--- src/rtl/irq_agg_pkg.sv ---
package irq_agg_pkg;
  typedef enum logic [1:0] {
    ADDR_CORE  = 2'd0,
    ADDR_PFLAG = 2'd1,
    ADDR_PEN   = 2'd2,
    ADDR_PINEN = 2'd3
  } reg_addr_e;

  localparam int unsigned BIT_PCHG_F = 0;
  localparam int unsigned BIT_EXT_F  = 1;
  localparam int unsigned BIT_TMR_F  = 2;
  localparam int unsigned BIT_PCHG_E = 3;
  localparam int unsigned BIT_EXT_E  = 4;
  localparam int unsigned BIT_TMR_E  = 5;
  localparam int unsigned BIT_GRP_E  = 6;
  localparam int unsigned BIT_GLB_E  = 7;
  localparam int unsigned CORE_W     = 8;
  localparam int unsigned N_CORE_F   = 3;
endpackage

--- src/rtl/irq_sync2.sv ---
module irq_sync2 #(
  parameter int unsigned W = 10
) (
  input  logic         clk,
  input  logic         rst_n,
  input  logic [W-1:0] d_i,
  output logic [W-1:0] q_o
);
  logic [W-1:0] meta_q;

  always_ff @(posedge clk or negedge rst_n) begin
    if (!rst_n) begin
      meta_q <= '0;
      q_o    <= '0;
    end else begin
      meta_q <= d_i;
      q_o    <= meta_q;
    end
  end
endmodule

--- src/rtl/irq_change_det.sv ---
module irq_change_det #(
  parameter int unsigned W = 10
) (
  input  logic         clk,
  input  logic         rst_n,
  input  logic [W-1:0] pin_s_i,
  input  logic [W-1:0] pin_en_i,
  input  logic         port_rd_i,
  output logic         chg_evt_o
);
  logic [W-1:0] snap_q, snap_d;
  logic         mismatch;

  always_comb begin
    snap_d = snap_q;
    if (port_rd_i) snap_d = pin_s_i;
  end

  always_ff @(posedge clk or negedge rst_n) begin
    if (!rst_n) snap_q <= '0;
    else        snap_q <= snap_d;
  end

  // A read at the same edge as a mismatch overwrites it: the change is lost.
  assign mismatch  = |((pin_s_i ^ snap_q) & pin_en_i);
  assign chg_evt_o = mismatch & ~port_rd_i;
endmodule

--- src/rtl/irq_periph_bank.sv ---
module irq_periph_bank #(
  parameter int unsigned N = 11
) (
  input  logic         clk,
  input  logic         rst_n,
  input  logic [N-1:0] req_i,
  input  logic         wr_flag_i,
  input  logic         wr_en_reg_i,
  input  logic [N-1:0] wr_data_i,
  output logic [N-1:0] flag_o,
  output logic         grp_req_o
);
  logic [N-1:0] flag_q, flag_d, en_q, en_d;

  always_comb begin
    en_d = en_q;
    if (wr_en_reg_i) en_d = wr_data_i;
  end

  genvar i;
  generate
    for (i = 0; i < N; i++) begin : g_flag
      always_comb begin
        flag_d[i] = req_i[i] | (flag_q[i] & ~(wr_flag_i & ~wr_data_i[i]));
      end

      a_r8_flag_sticky: assert property (@(posedge clk) disable iff (!rst_n)
        (flag_q[i] && !(wr_flag_i && !wr_data_i[i])) |=> flag_q[i]);
      a_r7_req_sets: assert property (@(posedge clk) disable iff (!rst_n)
        req_i[i] |=> flag_q[i]);
    end
  endgenerate

  always_ff @(posedge clk or negedge rst_n) begin
    if (!rst_n) begin
      flag_q <= '0;
      en_q   <= '0;
    end else begin
      flag_q <= flag_d;
      en_q   <= en_d;
    end
  end

  assign flag_o    = flag_q;
  assign grp_req_o = |(flag_q & en_q);
endmodule

--- src/rtl/irq_aggregator.sv ---
module irq_aggregator
  import irq_agg_pkg::*;
#(
  parameter int unsigned NUM_PERIPH = 11,
  parameter int unsigned NUM_PINS   = 10,
  parameter int unsigned TMR_W      = 8,
  parameter int unsigned DATA_W     = 16
) (
  input  logic                  clk,
  input  logic                  rst_n,
  input  logic [TMR_W-1:0]      tmr_cnt_i,
  input  logic                  ext_req_i,
  input  logic [NUM_PERIPH-1:0] periph_req_i,
  input  logic [NUM_PINS-1:0]   pins_i,
  input  logic                  port_rd_i,
  input  logic                  wr_en_i,
  input  logic [1:0]            wr_addr_i,
  input  logic [DATA_W-1:0]     wr_data_i,
  output logic [CORE_W-1:0]     core_reg_o,
  output logic [NUM_PERIPH-1:0] periph_flag_o,
  output logic [NUM_PINS-1:0]   pin_val_o,
  output logic                  irq_o,
  output logic                  wake_o
);
  // reset: asserted asynchronously, released on the clock
  logic rst_meta, rst_ns;
  always_ff @(posedge clk or negedge rst_n) begin
    if (!rst_n) begin
      rst_meta <= 1'b0;
      rst_ns   <= 1'b0;
    end else begin
      rst_meta <= 1'b1;
      rst_ns   <= rst_meta;
    end
  end

  logic wr_core, wr_pflag, wr_pen, wr_pinen;
  assign wr_core  = wr_en_i && (wr_addr_i == ADDR_CORE);
  assign wr_pflag = wr_en_i && (wr_addr_i == ADDR_PFLAG);
  assign wr_pen   = wr_en_i && (wr_addr_i == ADDR_PEN);
  assign wr_pinen = wr_en_i && (wr_addr_i == ADDR_PINEN);

  // timer rollover detection
  logic [TMR_W-1:0] cnt_q;
  logic             ovf_evt;
  always_ff @(posedge clk or negedge rst_ns) begin
    if (!rst_ns) cnt_q <= '0;
    else         cnt_q <= tmr_cnt_i;
  end
  assign ovf_evt = (&cnt_q) && (tmr_cnt_i == '0);

  // pins: synchroniser and change detection
  logic [NUM_PINS-1:0] pin_s, pin_en_q, pin_en_d;
  logic                chg_evt;

  irq_sync2 #(.W(NUM_PINS)) u_sync (
    .clk   (clk),
    .rst_n (rst_ns),
    .d_i   (pins_i),
    .q_o   (pin_s)
  );

  always_comb begin
    pin_en_d = pin_en_q;
    if (wr_pinen) pin_en_d = wr_data_i[NUM_PINS-1:0];
  end

  always_ff @(posedge clk or negedge rst_ns) begin
    if (!rst_ns) pin_en_q <= '0;
    else         pin_en_q <= pin_en_d;
  end

  irq_change_det #(.W(NUM_PINS)) u_chg (
    .clk       (clk),
    .rst_n     (rst_ns),
    .pin_s_i   (pin_s),
    .pin_en_i  (pin_en_q),
    .port_rd_i (port_rd_i),
    .chg_evt_o (chg_evt)
  );

  // peripheral group
  logic grp_req;
  irq_periph_bank #(.N(NUM_PERIPH)) u_periph (
    .clk         (clk),
    .rst_n       (rst_ns),
    .req_i       (periph_req_i),
    .wr_flag_i   (wr_pflag),
    .wr_en_reg_i (wr_pen),
    .wr_data_i   (wr_data_i[NUM_PERIPH-1:0]),
    .flag_o      (periph_flag_o),
    .grp_req_o   (grp_req)
  );

  // core register
  logic [CORE_W-1:0]   core_q, core_d;
  logic [N_CORE_F-1:0] set_evt;
  assign set_evt[BIT_PCHG_F] = chg_evt;
  assign set_evt[BIT_EXT_F]  = ext_req_i;
  assign set_evt[BIT_TMR_F]  = ovf_evt;

  always_comb begin
    core_d = core_q;
    if (wr_core) begin
      core_d[CORE_W-1:N_CORE_F] = wr_data_i[CORE_W-1:N_CORE_F];
      core_d[N_CORE_F-1:0]      = core_q[N_CORE_F-1:0] & wr_data_i[N_CORE_F-1:0];
    end
    core_d[N_CORE_F-1:0] = core_d[N_CORE_F-1:0] | set_evt;
  end

  logic core_any, irq_d, wake_d;
  assign core_any = (core_q[BIT_TMR_F]  & core_q[BIT_TMR_E])
                  | (core_q[BIT_EXT_F]  & core_q[BIT_EXT_E])
                  | (core_q[BIT_PCHG_F] & core_q[BIT_PCHG_E])
                  | (grp_req            & core_q[BIT_GRP_E]);
  assign wake_d = core_any;
  assign irq_d  = core_any & core_q[BIT_GLB_E];

  always_ff @(posedge clk or negedge rst_ns) begin
    if (!rst_ns) begin
      core_q <= '0;
      irq_o  <= 1'b0;
      wake_o <= 1'b0;
    end else begin
      core_q <= core_d;
      irq_o  <= irq_d;
      wake_o <= wake_d;
    end
  end

  assign core_reg_o = core_q;
  assign pin_val_o  = pin_s;

  a_r2_tmr_rollover: assert property (@(posedge clk) disable iff (!rst_ns)
    ((&cnt_q) && (tmr_cnt_i == '0)) |=> core_q[BIT_TMR_F]);
  a_r3_ext_sets: assert property (@(posedge clk) disable iff (!rst_ns)
    ext_req_i |=> core_q[BIT_EXT_F]);
  a_r4_change_sets: assert property (@(posedge clk) disable iff (!rst_ns)
    chg_evt |=> core_q[BIT_PCHG_F]);
  a_r9_irq_follows: assert property (@(posedge clk) disable iff (!rst_ns)
    (core_any && core_q[BIT_GLB_E]) |=> irq_o);
  a_r10_wake_without_global: assert property (@(posedge clk) disable iff (!rst_ns)
    (core_any && !core_q[BIT_GLB_E]) |=> (wake_o && !irq_o));
endmodule

--- config.mk ---
export PLATFORM = sky130hd
export DESIGN_NAME = irq_aggregator
export DESIGN_NICKNAME = d
export VERILOG_FILES = /design/src/rtl/irq_agg_pkg.sv /design/src/rtl/irq_sync2.sv /design/src/rtl/irq_change_det.sv /design/src/rtl/irq_periph_bank.sv /design/src/rtl/irq_aggregator.sv
export SDC_FILE = /design/constraint.sdc
export NUM_CORES = 1
export LEC_CHECK = 0
export ABC_AREA = 1
export BUFFER_PORTS_ARGS = -buffer_cell sky130_fd_sc_hd__buf_4
export CORE_UTILIZATION = 52
export CTS_CLUSTER_SIZE = 14
export DETAILED_ROUTE_END_ITERATION = 12
export GPL_ROUTABILITY_DRIVEN = 0
export MAX_ROUTING_LAYER = met4
export PLACE_DENSITY = 0.84
export SKIP_CTS_REPAIR_TIMING = 1
export SYNTH_ARGS = -nofsm -noshare
export SYNTH_HDL_FRONTEND = slang
export SYNTH_SLANG_ARGS = --single-unit
--- constraint.sdc ---
create_clock -name clk -period 3 [get_ports clk]
set_clock_uncertainty 0.15 [all_clocks]
set_input_delay 0.6 -clock clk [delete_from_list [all_inputs] [get_ports clk]]
set_output_delay 0.6 -clock clk [all_outputs]
set_load 0.03 [all_outputs]
[Word-level counts from Yosys, hierarchy flattened]
Cells that the tools add are included.
W data, S select, Z words.
Storage, ports and cells
  flip-flop bits (word level): 82
  bits of input ports: 52
  word-level logic and storage cells: 97
  output and inout port bits: 31
Operators by class
  muxes and demuxes: 1
  eq/ne operators: 3
  reductions and logical operators: 10
  bitwise logic cells: 70
Operators with widths (count)
  $and A1 B1 Y1: 28
  $not A1 Y1: 23
  $or A1 B1 Y1: 14
  $and A11 B11 Y11: 1
  $reduce_or A11 Y1: 1
  $and A10 B10 Y10: 1
  $reduce_or A10 Y1: 1
  $xor A10 B10 Y10: 1
  $logic_not A8 Y1: 1
  $reduce_and A8 Y1: 1
  $logic_and A1 B1 Y1: 5
  $eq A2 B2 Y1 const B: 2
  $and A3 B3 Y3: 1
  $mux W3: 1
  $or A3 B3 Y3: 1
  $eq A2 B1 Y1 const B: 1
  $logic_not A2 Y1: 1

[Logic depth before layout (Yosys ltp)]
  depth after elaboration: 6
  mapped depth: 8
  gate-level depth less buffers: 8

[By module]
Synthesis repeated with hierarchy kept, for this count alone.
Second synthesis, totals
  cell total of the unflattened synthesis: 303
  area, all modules: 3170.5 um2
By module, submodules not included
  irq_aggregator: sequential area each 750.7 um2, cells an instance 114, area each 1146.1 um2, times used 1
  irq_periph_bank: sequential area each 550.5 um2, cells an instance 90, area each 948.4 um2, times used 1
  irq_change_det: sequential area each 250.2 um2, cells an instance 79, area each 575.6 um2, times used 1
  irq_sync2: sequential area each 500.5 um2, cells an instance 20, area each 500.5 um2, times used 1

[Worst setup path after synthesis]
No wires, ideal clock.
  kind: input port to flip-flop
  from: input port wr_addr_i[0]
  to: register core_q[5] (netlist: core_reg_o[5])
  cell stages on the path: 5
  required time: 2.729 ns
  arrival time: 1.039 ns
  buffers on the path: 1
  path slack: 1.689 ns
  library setup time: 0.121 ns
  path through: inv_1 > nand3_1 > buf_4 > nand2_1 > o21ai_1
On the way
  longest elaborated chain between the ends: 2
RTL lines
  start, declared: RTL line irq_aggregator.sv:17  | input logic [1:0] wr_addr_i,
  $logic_not A2 Y1: RTL line irq_aggregator.sv:38  | assign wr_core = wr_en_i && (wr_addr_i == ADDR_CORE);
  $logic_and A1 B1 Y1: RTL line irq_aggregator.sv:38
  end signal, assigned: RTL line irq_aggregator.sv:125  | core_q <= core_d;
  end, declared: RTL line irq_aggregator.sv:96  | logic [CORE_W-1:0] core_q, core_d;
Every way passes these cells.
A chain may end at the register's enable or synchronous reset.

[Worst setup path after layout]
  from: register core_q[0] (netlist: core_reg_o[0])
  to: output port core_reg_o[0]
RTL lines
  end, declared: RTL line irq_aggregator.sv:19  | output logic [CORE_W-1:0] core_reg_o,
No word-level cell between the ends.

==> results.sh <==
export IMPL_status="finished, final reports clean"
export IMPL_multi_input_area_sq_um=818.3
export IMPL_powerDensity_nw_per_um2=619.9
export IMPL_max_cap_violations=0
export IMPL_grt_pass1_vias=2333
export IMPL_drt_iter0_drc=152
export IMPL_worst_r2r_startpoint="u_sync.q_o[4]"
export IMPL_relSlewSlack_pct=34.35
export IMPL_drv_slew=0
export IMPL_antenna_cells=0
export IMPL_die_w_microns=79.03
export IMPL_final_antenna_net_count=0
export IMPL_max_freq_mhz=589.9
export IMPL_synth_nets=359
export IMPL_grt_max_degree=81
export IMPL_clockBufferDepth=2
export IMPL_layout_commonest_cell="nand2_1"
export IMPL_num_nets_final=440
export IMPL_period_share_pct=56.51
export IMPL_cts_tree="built"
export IMPL_tns_ps=0
export IMPL_cp_slowest_cell="dfrtp_1"
export IMPL_netlist_area_sq_um=3085
export IMPL_leakagePower_uw=0.002017
export IMPL_finalCoreUtilization_pct=69.86
export IMPL_grt_use_total_pct=22.42
export IMPL_overflow=0
export IMPL_crit_arrival_ps=950
export IMPL_first_pass_iters=4
export IMPL_synth_seq_cells=82
export IMPL_cp_end_kind="primary output"
export IMPL_crit_required_ps=2250
export IMPL_area_growth_pct=26.97
export IMPL_die_h_microns=79.03
export IMPL_seqCellArea_sq_um=2056
export IMPL_die_area_sq_um=6246
export IMPL_crit_buf_inv=1
export IMPL_mostFrequentLayoutCells="94 x nand2_1, 81 x dfrtp_1, 77 x buf_4"
export IMPL_nFillCells=457
export IMPL_grt_pass1_wl_mm=10.25
export IMPL_clock_sinks=82
export IMPL_worst_pin_slew_ps=984.8
export IMPL_start_util_pct=55.02
export IMPL_hold_violations=0
export IMPL_ir_worst_vdd_v=0.0004213
export IMPL_final_setup_viol_count=0
export IMPL_dpl_cell_count=448
export IMPL_layout_drive_gt1_share_pct=26.72
export IMPL_startpoint="core_reg_o[0]"
export IMPL_core_sq_um=5608
export IMPL_wl_mm=6.071
export IMPL_hpwl_mm=4.442
export IMPL_fin_crit_ps=1695
export IMPL_worst_setup_path_type="register to primary output"
export IMPL_ys_warnings_count=0
export IMPL_finalNonFillerCells=465
export IMPL_cp_top_family="flip-flops"
export IMPL_crit_path_cell_trace="buf_4"
export IMPL_yosysUniqueCellTypes=21
export IMPL_drc=0
export IMPL_numPortBuffers=77
export IMPL_cts_buffers=9
export IMPL_routedWlPerCell_microns=13.06
export IMPL_grt_antenna_before_repair=0
export IMPL_root_buffer="clkbuf_8"
export IMPL_viasPerCell=4.940
export IMPL_total_power_uw=2428
export IMPL_rsz0062_at_grt="no"
export IMPL_yosysSeqAreaShare_pct=66.50
export IMPL_hp_start="u_sync.meta_q[1]"
export IMPL_h_tree_depth=3
export IMPL_syn_inst=307
export IMPL_synth_area_per_cell_sq_um=10.05
export IMPL_vias=2297
export IMPL_row_count=27
export IMPL_max_stage_delay_ps=430
export IMPL_clk_pin_slew_ps=80
export IMPL_io_pins=83
export IMPL_crit_fanout=3
export IMPL_cp_start_kind="register"
export IMPL_min_path_type="register to register"
export IMPL_timing_hold_ws_ps=194.5
export IMPL_insertion_delay_ps=330
-- synthesized netlist by cell type --
library cell,number,area share (%)
or2_1,2,0.41
buf_4,2,0.49
nor2_1,5,0.61
a21oi_1,2,0.32
nand3_1,15,2.4
buf_6,2,0.73
buf_2,3,0.49
nand3_2,2,0.65
o21ai_2,10,2.8
inv_1,42,5.1
a21boi_0,1,0.24
nand2_1,94,11
mux2_2,1,0.36
a22o_1,1,0.28
nand4_1,2,0.41
clkbuf_2,1,0.16
conb_1,1,0.12
dfrtp_1,82,67
o21ai_0,15,2.4
nor4_1,2,0.41
o21ai_1,22,3.6
-- power by group --
| group | leakage [uW] | internal (uW) | switching, uW |
|---|---|---|---|
| registers | 0.000951 | 1210 | 80.2 |
| clock network | 0.000107 | 453 | 359 |
| logic | 0.000959 | 145 | 186 |
| total | 0.00202 | 1800 | 625 |
-- stage by stage --
step | worst slack, ps | cell area [sq um]
after global placement | 1067 | 3700
final | 1305 | 3918
after global routing | 1260 | 3918
after floorplan | 397.1 | 3085
after CTS | 1295 | 3908
after detailed placement | 1041 | 3700
-- cell type report --
type                       instances  area share, %
clock buffer                      14          4.408
clock inverter                     2         0.8943
inverter                          42          4.024
multi-input combinational        175          20.89
sequential                        82          52.48
tap                               72          2.300
timing repair buffer              78          15.01
-- path summary, 6_finish.rpt --
path / end / slack, ps / cells past startpoint
hold reg to reg: u_sync.q_o[1] / 190 / 0
hold / removal: u_sync.q_o[1] / 190 / 0
setup / recovery: core_reg_o[0] / 1300 / 1
min in group asynchronous: u_sync.meta_q[0] / 340 / 0
max in group asynchronous: u_periph.flag_o[1] / 1730 / 0
setup reg to reg: core_reg_o[0] / 1700 / 8
-- registers in the layout, summed over array words and instances, names as in the netlist --
signal / count
wake_o: 1
cnt_q: 8
irq_o: 1
u_periph.en_q: 11
rst_ns: 1
rst_meta: 1
u_sync.q_o: 10
core_reg_o: 8
pin_en_q: 10
u_periph.flag_o: 11
u_sync.meta_q: 10
u_chg.snap_q: 10
-- layer usage --
layer  GRT usage [%]  wire (microns)  vias to the layer above  share of wire, %
met3           4.828             292                       14               4.8
li1                -               -                     1119                 -
met2           36.47            3128                       62                52
met1           26.61            2489                     1102                41
met5               -               0                        -                 0
met4           10.91             161                        0               2.7
-- cell families after synthesis --
family | count (synthesis) | share of synthesized area (%)
flops | 82 | 66.50
other cells | 1 | 0.1215
compound gates | 51 | 9.692
simple gates | 122 | 16.34
mux | 1 | 0.3649
buf+inv | 50 | 6.974
Power figures use the tool's default switching activity.
